### src/rtl/cju_pkg.sv
package cju_pkg;

   typedef enum logic [1:0] {
      KIND_CMD  = 2'b00,
      KIND_STOP = 2'b01,
      KIND_JUMP = 2'b10
   } kind_e;

   localparam logic [2:0] JC_ALWAYS   = 3'b000;
   localparam logic [2:0] JC_NOQ      = 3'b001;
   localparam logic [2:0] JC_GT       = 3'b010;
   localparam logic [2:0] JC_LT       = 3'b011;
   localparam logic [2:0] JC_WAIT     = 3'b100;
   localparam logic [2:0] JC_NOQ_WAIT = 3'b101;
   localparam logic [2:0] JC_EQ       = 3'b110;
   localparam logic [2:0] JC_RESTORE  = 3'b111;

endpackage

### src/rtl/cju_decode.sv
module cju_decode
   import cju_pkg::*;
#(
   parameter int INSTR_W = 16,
   parameter int ADDR_W  = 11
) (
   input  logic [INSTR_W-1:0] word,
   output kind_e              kind,
   output logic [4:0]         func,
   output logic [3:0]         sub,
   output logic [4:0]         stn,
   output logic               qign,
   output logic [2:0]         jcode,
   output logic [ADDR_W-1:0]  jdest
);
   localparam int TOP_B  = INSTR_W - 1;
   localparam int SEL_B  = INSTR_W - 2;
   localparam int JC_LSB = ADDR_W;

   generate
      if (INSTR_W != 16) begin : g_bad_iw
         $error("cju_decode: list word must be 16 bits");
      end
      if (ADDR_W + 3 + 2 != INSTR_W) begin : g_bad_aw
         $error("cju_decode: destination width does not fit the jump layout");
      end
   endgenerate

   always_comb begin
      if (!word[TOP_B])      kind = KIND_CMD;
      else if (word[SEL_B])  kind = KIND_JUMP;
      else                   kind = KIND_STOP;
   end

   assign func  = word[4:0];
   assign sub   = word[8:5];
   assign stn   = word[13:9];
   assign qign  = word[SEL_B];
   assign jcode = word[JC_LSB+2:JC_LSB];
   assign jdest = word[ADDR_W-1:0];

endmodule

### src/rtl/cju_capture.sv
module cju_capture #(
   parameter int DATA_W = 24,
   parameter int FUNC_W = 5
) (
   input  logic              clk,
   input  logic              rst_n,
   input  logic              host_wr_en,
   input  logic [DATA_W-1:0] host_wr_data,
   input  logic              cyc_done,
   input  logic [FUNC_W-1:0] cyc_func,
   input  logic              cyc_q,
   input  logic [DATA_W-1:0] cyc_rdata,
   output logic [DATA_W-1:0] cmp_val,
   output logic [DATA_W-1:0] rd_val,
   output logic              last_q
);
   localparam int WR_B  = FUNC_W - 1;
   localparam int CTL_B = FUNC_W - 2;

   generate
      if (FUNC_W < 5) begin : g_bad_fw
         $error("cju_capture: function code too narrow");
      end
   endgenerate

   logic is_read;
   assign is_read = !cyc_func[WR_B] && !cyc_func[CTL_B];

   always_ff @(posedge clk or negedge rst_n) begin
      if (!rst_n) begin
         cmp_val <= '0;
         rd_val  <= '0;
         last_q  <= 1'b1;
      end else begin
         if (host_wr_en)           cmp_val <= host_wr_data;
         if (cyc_done)             last_q  <= cyc_q;
         if (cyc_done && is_read)  rd_val  <= cyc_rdata;
      end
   end

endmodule

### src/rtl/cju_compare.sv
module cju_compare #(
   parameter int DATA_W  = 24,
   parameter int CHUNK_W = 8,
   parameter bit SPLIT   = 1'b1
) (
   input  logic [DATA_W-1:0] a,
   input  logic [DATA_W-1:0] b,
   output logic              gt,
   output logic              lt,
   output logic              eq
);
   localparam int NCHUNK = DATA_W / CHUNK_W;

   generate
      if (SPLIT) begin : g_split
         if (DATA_W % CHUNK_W != 0) begin : g_bad_chunk
            $error("cju_compare: data width must be a multiple of chunk width");
         end
         logic [NCHUNK-1:0] c_gt;
         logic [NCHUNK-1:0] c_eq;
         for (genvar i = 0; i < NCHUNK; i++) begin : g_chunk
            assign c_gt[i] = a[i*CHUNK_W +: CHUNK_W] > b[i*CHUNK_W +: CHUNK_W];
            assign c_eq[i] = a[i*CHUNK_W +: CHUNK_W] == b[i*CHUNK_W +: CHUNK_W];
         end
         always_comb begin
            logic g_acc;
            logic e_acc;
            g_acc = 1'b0;
            e_acc = 1'b1;
            for (int k = NCHUNK - 1; k >= 0; k--) begin
               g_acc = g_acc | (e_acc & c_gt[k]);
               e_acc = e_acc & c_eq[k];
            end
            gt = g_acc;
            eq = e_acc;
         end
      end else begin : g_flat
         assign gt = a > b;
         assign eq = a == b;
      end
   endgenerate

   assign lt = !gt && !eq;

endmodule

### src/rtl/cju_cond.sv
module cju_cond
   import cju_pkg::*;
(
   input  logic [2:0] jcode,
   input  logic       last_q,
   input  logic       gt,
   input  logic       lt,
   input  logic       eq,
   output logic       taken,
   output logic       wait_req,
   output logic       restore_req
);
   always_comb begin
      taken       = 1'b0;
      wait_req    = 1'b0;
      restore_req = 1'b0;
      case (jcode)
         JC_ALWAYS:   taken = 1'b1;
         JC_NOQ:      taken = !last_q;
         JC_GT:       taken = gt;
         JC_LT:       taken = lt;
         JC_WAIT: begin
            taken    = 1'b1;
            wait_req = 1'b1;
         end
         JC_NOQ_WAIT: begin
            taken    = !last_q;
            wait_req = !last_q;
         end
         JC_EQ:       taken = eq;
         JC_RESTORE: begin
            taken       = 1'b1;
            restore_req = 1'b1;
         end
         default:     taken = 1'b0;
      endcase
   end

endmodule

### src/rtl/cju_top.sv
module cju_top
   import cju_pkg::*;
#(
   parameter int DATA_W    = 24,
   parameter int INSTR_W   = 16,
   parameter int ADDR_W    = 11,
   parameter int IP_W      = 16,
   parameter int CHUNK_W   = 8,
   parameter bit CMP_SPLIT = 1'b1
) (
   input  logic               clk,
   input  logic               rst_n,
   input  logic               host_wr_en,
   input  logic [DATA_W-1:0]  host_wr_data,
   input  logic               cyc_done,
   input  logic [4:0]         cyc_func,
   input  logic               cyc_q,
   input  logic [DATA_W-1:0]  cyc_rdata,
   input  logic               instr_valid,
   input  logic [INSTR_W-1:0] instr,
   output logic               res_valid,
   output logic [1:0]         res_kind,
   output logic [4:0]         cmd_func,
   output logic [3:0]         cmd_sub,
   output logic [4:0]         cmd_stn,
   output logic               cmd_qign,
   output logic               take_jump,
   output logic [IP_W-1:0]    jump_addr,
   output logic               await_trig,
   output logic               restore_wp,
   output logic               ptr_inhibit
);
   localparam int PAD_W = IP_W - ADDR_W;

   generate
      if (IP_W < ADDR_W) begin : g_bad_ip
         $error("cju_top: pointer narrower than jump destination");
      end
   endgenerate

   kind_e             d_kind;
   logic [4:0]        d_func;
   logic [3:0]        d_sub;
   logic [4:0]        d_stn;
   logic              d_qign;
   logic [2:0]        d_jcode;
   logic [ADDR_W-1:0] d_jdest;

   logic [DATA_W-1:0] cmp_val;
   logic [DATA_W-1:0] rd_val;
   logic              last_q;
   logic              c_gt, c_lt, c_eq;
   logic              e_taken, e_wait, e_restore;

   cju_decode #(.INSTR_W(INSTR_W), .ADDR_W(ADDR_W)) u_dec (
      .word  (instr),
      .kind  (d_kind),
      .func  (d_func),
      .sub   (d_sub),
      .stn   (d_stn),
      .qign  (d_qign),
      .jcode (d_jcode),
      .jdest (d_jdest)
   );

   cju_capture #(.DATA_W(DATA_W), .FUNC_W(5)) u_cap (
      .clk          (clk),
      .rst_n        (rst_n),
      .host_wr_en   (host_wr_en),
      .host_wr_data (host_wr_data),
      .cyc_done     (cyc_done),
      .cyc_func     (cyc_func),
      .cyc_q        (cyc_q),
      .cyc_rdata    (cyc_rdata),
      .cmp_val      (cmp_val),
      .rd_val       (rd_val),
      .last_q       (last_q)
   );

   cju_compare #(.DATA_W(DATA_W), .CHUNK_W(CHUNK_W), .SPLIT(CMP_SPLIT)) u_cmp (
      .a  (rd_val),
      .b  (cmp_val),
      .gt (c_gt),
      .lt (c_lt),
      .eq (c_eq)
   );

   cju_cond u_cond (
      .jcode       (d_jcode),
      .last_q      (last_q),
      .gt          (c_gt),
      .lt          (c_lt),
      .eq          (c_eq),
      .taken       (e_taken),
      .wait_req    (e_wait),
      .restore_req (e_restore)
   );

   logic is_jump;
   assign is_jump = instr_valid && (d_kind == KIND_JUMP);

   always_ff @(posedge clk or negedge rst_n) begin
      if (!rst_n) begin
         res_valid   <= 1'b0;
         res_kind    <= KIND_CMD;
         cmd_func    <= '0;
         cmd_sub     <= '0;
         cmd_stn     <= '0;
         cmd_qign    <= 1'b0;
         take_jump   <= 1'b0;
         await_trig  <= 1'b0;
         restore_wp  <= 1'b0;
         ptr_inhibit <= 1'b0;
      end else begin
         res_valid   <= instr_valid;
         take_jump   <= is_jump && e_taken;
         await_trig  <= is_jump && e_taken && e_wait;
         restore_wp  <= is_jump && e_restore;
         ptr_inhibit <= instr_valid && (d_kind != KIND_CMD);
         if (instr_valid) begin
            res_kind <= d_kind;
            cmd_func <= d_func;
            cmd_sub  <= d_sub;
            cmd_stn  <= d_stn;
            cmd_qign <= d_qign;
         end
      end
   end

   // The pointer load value has its own enable: only a taken jump loads it.
   always_ff @(posedge clk or negedge rst_n) begin
      if (!rst_n)                   jump_addr <= '0;
      else if (is_jump && e_taken)  jump_addr <= {{PAD_W{1'b0}}, d_jdest};
   end

endmodule

### config.mk
export PLATFORM = sky130hd
export DESIGN_NAME = cju_top
export DESIGN_NICKNAME = d
export VERILOG_FILES = /design/src/rtl/cju_pkg.sv /design/src/rtl/cju_decode.sv /design/src/rtl/cju_capture.sv /design/src/rtl/cju_compare.sv /design/src/rtl/cju_cond.sv /design/src/rtl/cju_top.sv
export SDC_FILE = /design/constraint.sdc
export NUM_CORES = 1
export LEC_CHECK = 0
export BUFFER_PORTS_ARGS = -buffer_cell sky130_fd_sc_hd__clkbuf_2
export CORE_MARGIN = 3
export CORE_UTILIZATION = 35
export DETAILED_ROUTE_END_ITERATION = 16
export GPL_ROUTABILITY_DRIVEN = 0
export PLACE_DENSITY_LB_ADDON = 0.08
export SETUP_SLACK_MARGIN = 0.1
export SLEW_MARGIN = 20
export SYNTH_ARGS = -nofsm -noshare
export SYNTH_HDL_FRONTEND = slang
export SYNTH_SLANG_ARGS = --single-unit
### constraint.sdc
create_clock -name clk -period 2.25 [get_ports clk]
set_input_delay 0.3375 -clock clk [delete_from_list [all_inputs] [get_ports clk]]
set_output_delay 0.3375 -clock clk [all_outputs]
set_load 0.02 [all_outputs]
==> flow_metrics.py <==
metrics = {
    "clock_tree": {
        "cts_max_path_buffers": 2,
        "cts_sinks": 82,
        "clk_latency_ns": 0.35,
        "clk_pin_slew_ns": 0.08,
        "cts_buffers": 9,
        "cts_tree": "done",
        "cts_root_buf": "clkbuf_8",
        "htree_levels": 3,
        "post_cts_buffers": 0,
    },
    "min_path": {
        "holdCritPathClass": "input pin to flip-flop",
        "min_to": "u_cap.cmp_val[6]",
        "holdPathStages": 3,
        "hold_start": "host_wr_data[6]",
    },
    "cells_and_area": {
        "final_common_cell": "clkbuf_2",
        "syn_to_final_growth_pct": 30.2,
        "finalNetCount": 530,
        "stdcell_area_mm2": 0.00479,
        "instances_no_fill": 569,
        "final_layout_size_suffix_gt1_share_pct": 46.3,
        "antenna_cells": 0,
        "layout_common_cells": "clkbuf_2 (103), dfrtp_1 (81), mux2_2 (43)",
    },
    "detailed_routing": {
        "ant_nets": 0,
        "wire_per_inst_um": 13.9,
        "first_iter_violations": 43,
        "viasPerCell": 4.52,
        "firstDrtPassIters": 4,
        "drt-total-wl_mm": 7.90,
        "drc": 0,
        "dr_total_vias": 2571,
    },
    "critical_path": {
        "critPathLaunchType": "flip-flop",
        "worstSetupEndpointType": "flip-flop",
        "slowest_delay_ns": 0.39,
        "worstRegToRegCells": 9,
        "critical-path-slowest-cell": "dfrtp_1",
        "worstSetupPathType": "flip-flop to flip-flop",
        "reg2reg_slack_ns": -0.25,
        "crit_chain": "ha_1 -> and3_4 -> a221o_1 -> a221oi_4 -> o22ai_1 -> a21oi_1 -> o21ai_2 -> buf_12 -> mux2_4",
        "required_ns": 2.49,
        "crit_fanout": 13,
        "timing.rr.start": "u_cap.rd_val[19]",
        "r2r_end": "jump_addr[8]",
        "crit_arrival_ns": 2.74,
    },
    "run_status": {
        "violations": "setup timing",
        "status": "complete, but fails checks",
    },
    "power": {
        "clockPowerShare_pct": 30.8,
        "p_per_area_mw_per_mm2": 817,
        "sw_frac_of_total_pct": 28.4,
        "comb_power_share_pct": 23.7,
        "ir_drop_mv": 0.304,
        "leakagePower_nw": 2.41,
        "p_sw_mw": 1.11,
        "seqPwrFrac_pct": 45.5,
        "internal_power_mw": 2.80,
    },
    "placed_design": {
        "dp_hpwl_mm": 5.94,
        "pre_cts_slack_ns": -0.248,
        "port-buffer-count": 104,
        "place_area_mm2": 0.00451,
        "dp_cells": 552,
    },
    "floorplanning": {
        "die-area_mm2": 0.0118,
        "rows": 36,
        "initial_core_util_pct": 36.8,
        "ios": 113,
        "die_h_um": 109,
        "core_area_mm2": 0.0100,
        "fp.dieW_um": 109,
    },
    "global_route": {
        "grt_pass1_vias": 2621,
        "global_route.usage.total_pct": 14.1,
        "grt_max_degree": 43,
        "grt_antenna_before_repair": 0,
        "grt_overflow": 0,
        "grt_pass1_wl_mm": 12.8,
    },
    "timing": {
        "hold_ws_ns": 0.190,
        "tightest_slew_ns": 0.552,
        "rsz0062_at_grt": "true",
        "hold_viol_final": 0,
        "setup_ws_ns": -0.255,
        "skew_ns": 0.00804,
        "slew_viol_final": 0,
        "period_share_pct": 111,
        "setup_viol": 12,
        "fin_crit_ns": 2.50,
        "maxSlewHeadroom_pct": 63.2,
        "fmax_mhz": 399,
        "tns_ns": -2.95,
    },
    "logic_synthesis": {
        "yosys_most_used_dff": "dfrtp_1",
        "synth-edff-count": 0,
        "ys_ff_latch": 82,
        "synth.avg_cell_area_um2": 12.0,
        "synth-async-reset-ratio_pct": 100,
        "yosys.area.top_type": "dfrtp_1",
        "synth_area_mm2": 0.00368,
        "synth.top_cell.area_share_pct": 55.0,
        "yosysUniqueCellTypes": 38,
        "netlist_top_cells_area": "dfrtp_1 (55%), mux2_2 (16%), ha_1 (8.2%)",
        "yosysSeqAreaShare_pct": 55.8,
        "ys_warn_count": 0,
        "synthCells": 307,
    },
    "run": {
        "maxCapViolations": 0,
    },
}
-- metrics by stage --
step	utilization, %	power (mW)
after floorplan	-	2.37
after global placement	45.1	2.71
after detailed placement	45.1	2.73
after CTS	47.6	3.96
after global routing	47.9	4.16
final	47.9	3.92
-- worst max-delay path by stage --
| stage | startpoint | end | slack, ns | cells after the start |
|---|---|---|---|---|
| after floorplan | u_cap.rd_val[19] | await_trig | -0.04 | 9 |
| after global placement | u_cap.cmp_val[18] | await_trig | -0.21 | 10 |
| after detailed placement | u_cap.rd_val[18] | jump_addr[2] | -0.25 | 9 |
| after CTS | u_cap.rd_val[19] | await_trig | -0.26 | 9 |
| after global routing | u_cap.rd_val[19] | await_trig | -0.36 | 9 |
| final | u_cap.rd_val[19] | jump_addr[8] | -0.25 | 9 |
-- worst max-delay path, delay by kind of cell, from the launching register on --
family	cells	cell delay [ns]
muxes	1	0.30
and+or+nand+nor	1	0.19
buffers and inverters	1	0.16
DFF	1	0.39
AOI/OAI and AO/OA	5	1.04
adders and majority gates	1	0.31
-- power groups by stage --
stage | sequential [mW] | combinational, mW | clock (mW)
after floorplan | 1.90 | 0.464 | 0
after detailed placement | 1.81 | 0.916 | 0
after CTS | 1.79 | 0.928 | 1.25
after global routing | 1.81 | 1.05 | 1.29
after global placement | 1.81 | 0.899 | 0
final | 1.78 | 0.929 | 1.20
-- cell families (layout without fill, tap and decap cells) --
| family | after synthesis | count (layout) | synth area share (%) |
|---|---|---|---|
| other | 1 | 5 | 0.102 |
| adder cells (fa/ha/maj) | 24 | 24 | 8.15 |
| AO/OA/AOI/OAI | 49 | 49 | 7.88 |
| multiplexers | 51 | 51 | 15.6 |
| flip-flops | 82 | 82 | 55.8 |
| AND/OR/NAND/NOR | 55 | 55 | 7.20 |
| buffers and inverters | 45 | 170 | 5.30 |
-- cells in the mapped netlist, types with 2 or more instances --
cell	count
nand2_1	30
nor2b_1	2
nand3_1	2
ha_1	24
nor2_1	5
o31a_1	2
nor3_1	2
clkbuf_1	9
inv_1	29
dfrtp_1	81
buf_4	5
mux2_2	51
o211ai_1	2
o21ai_0	28
nand4_1	4
a21oi_1	9
-- flip-flops by register name (all words and copies together), names as in the netlist, 2 cells and up --
register / count
jump_addr: 11
u_cap.rd_val: 24
u_cap.cmp_val: 24
cmd_func: 5
cmd_stn: 5
res_kind: 2
cmd_sub: 4
-- layout make-up --
cell class | count | area, µm²
inverter | 29 | 109
fill | 980 | 5210
tap | 133 | 166
clock inverter | 6 | 90.1
clock buffer | 10 | 138
timing repair buffer | 125 | 696
sequential | 82 | 2050
multi-input combinational | 184 | 1540
-- timing repair --
item,4_1_cts,5_1_grt
resized for setup,1,4
setup endpoints to repair,13,13
gates cloned,0,0
hold endpoints to repair,38,0
pin swaps,0,2
hold buffers,1,0
-- routing by layer --
| metal | routed length [µm] | vias up | part of all wire, % | global-route usage [%] |
|---|---|---|---|---|
| met5 | 0 | - | 0 | 0 |
| met4 | 80 | 0 | 1.0 | 4.06 |
| met3 | 454 | 5 | 5.7 | 4.12 |
| met2 | 3720 | 68 | 47 | 22.1 |
| met1 | 3650 | 1205 | 46 | 19.0 |
| li1 | - | 1293 | - | - |
Note: power is estimated with default switching activity, not from simulation.
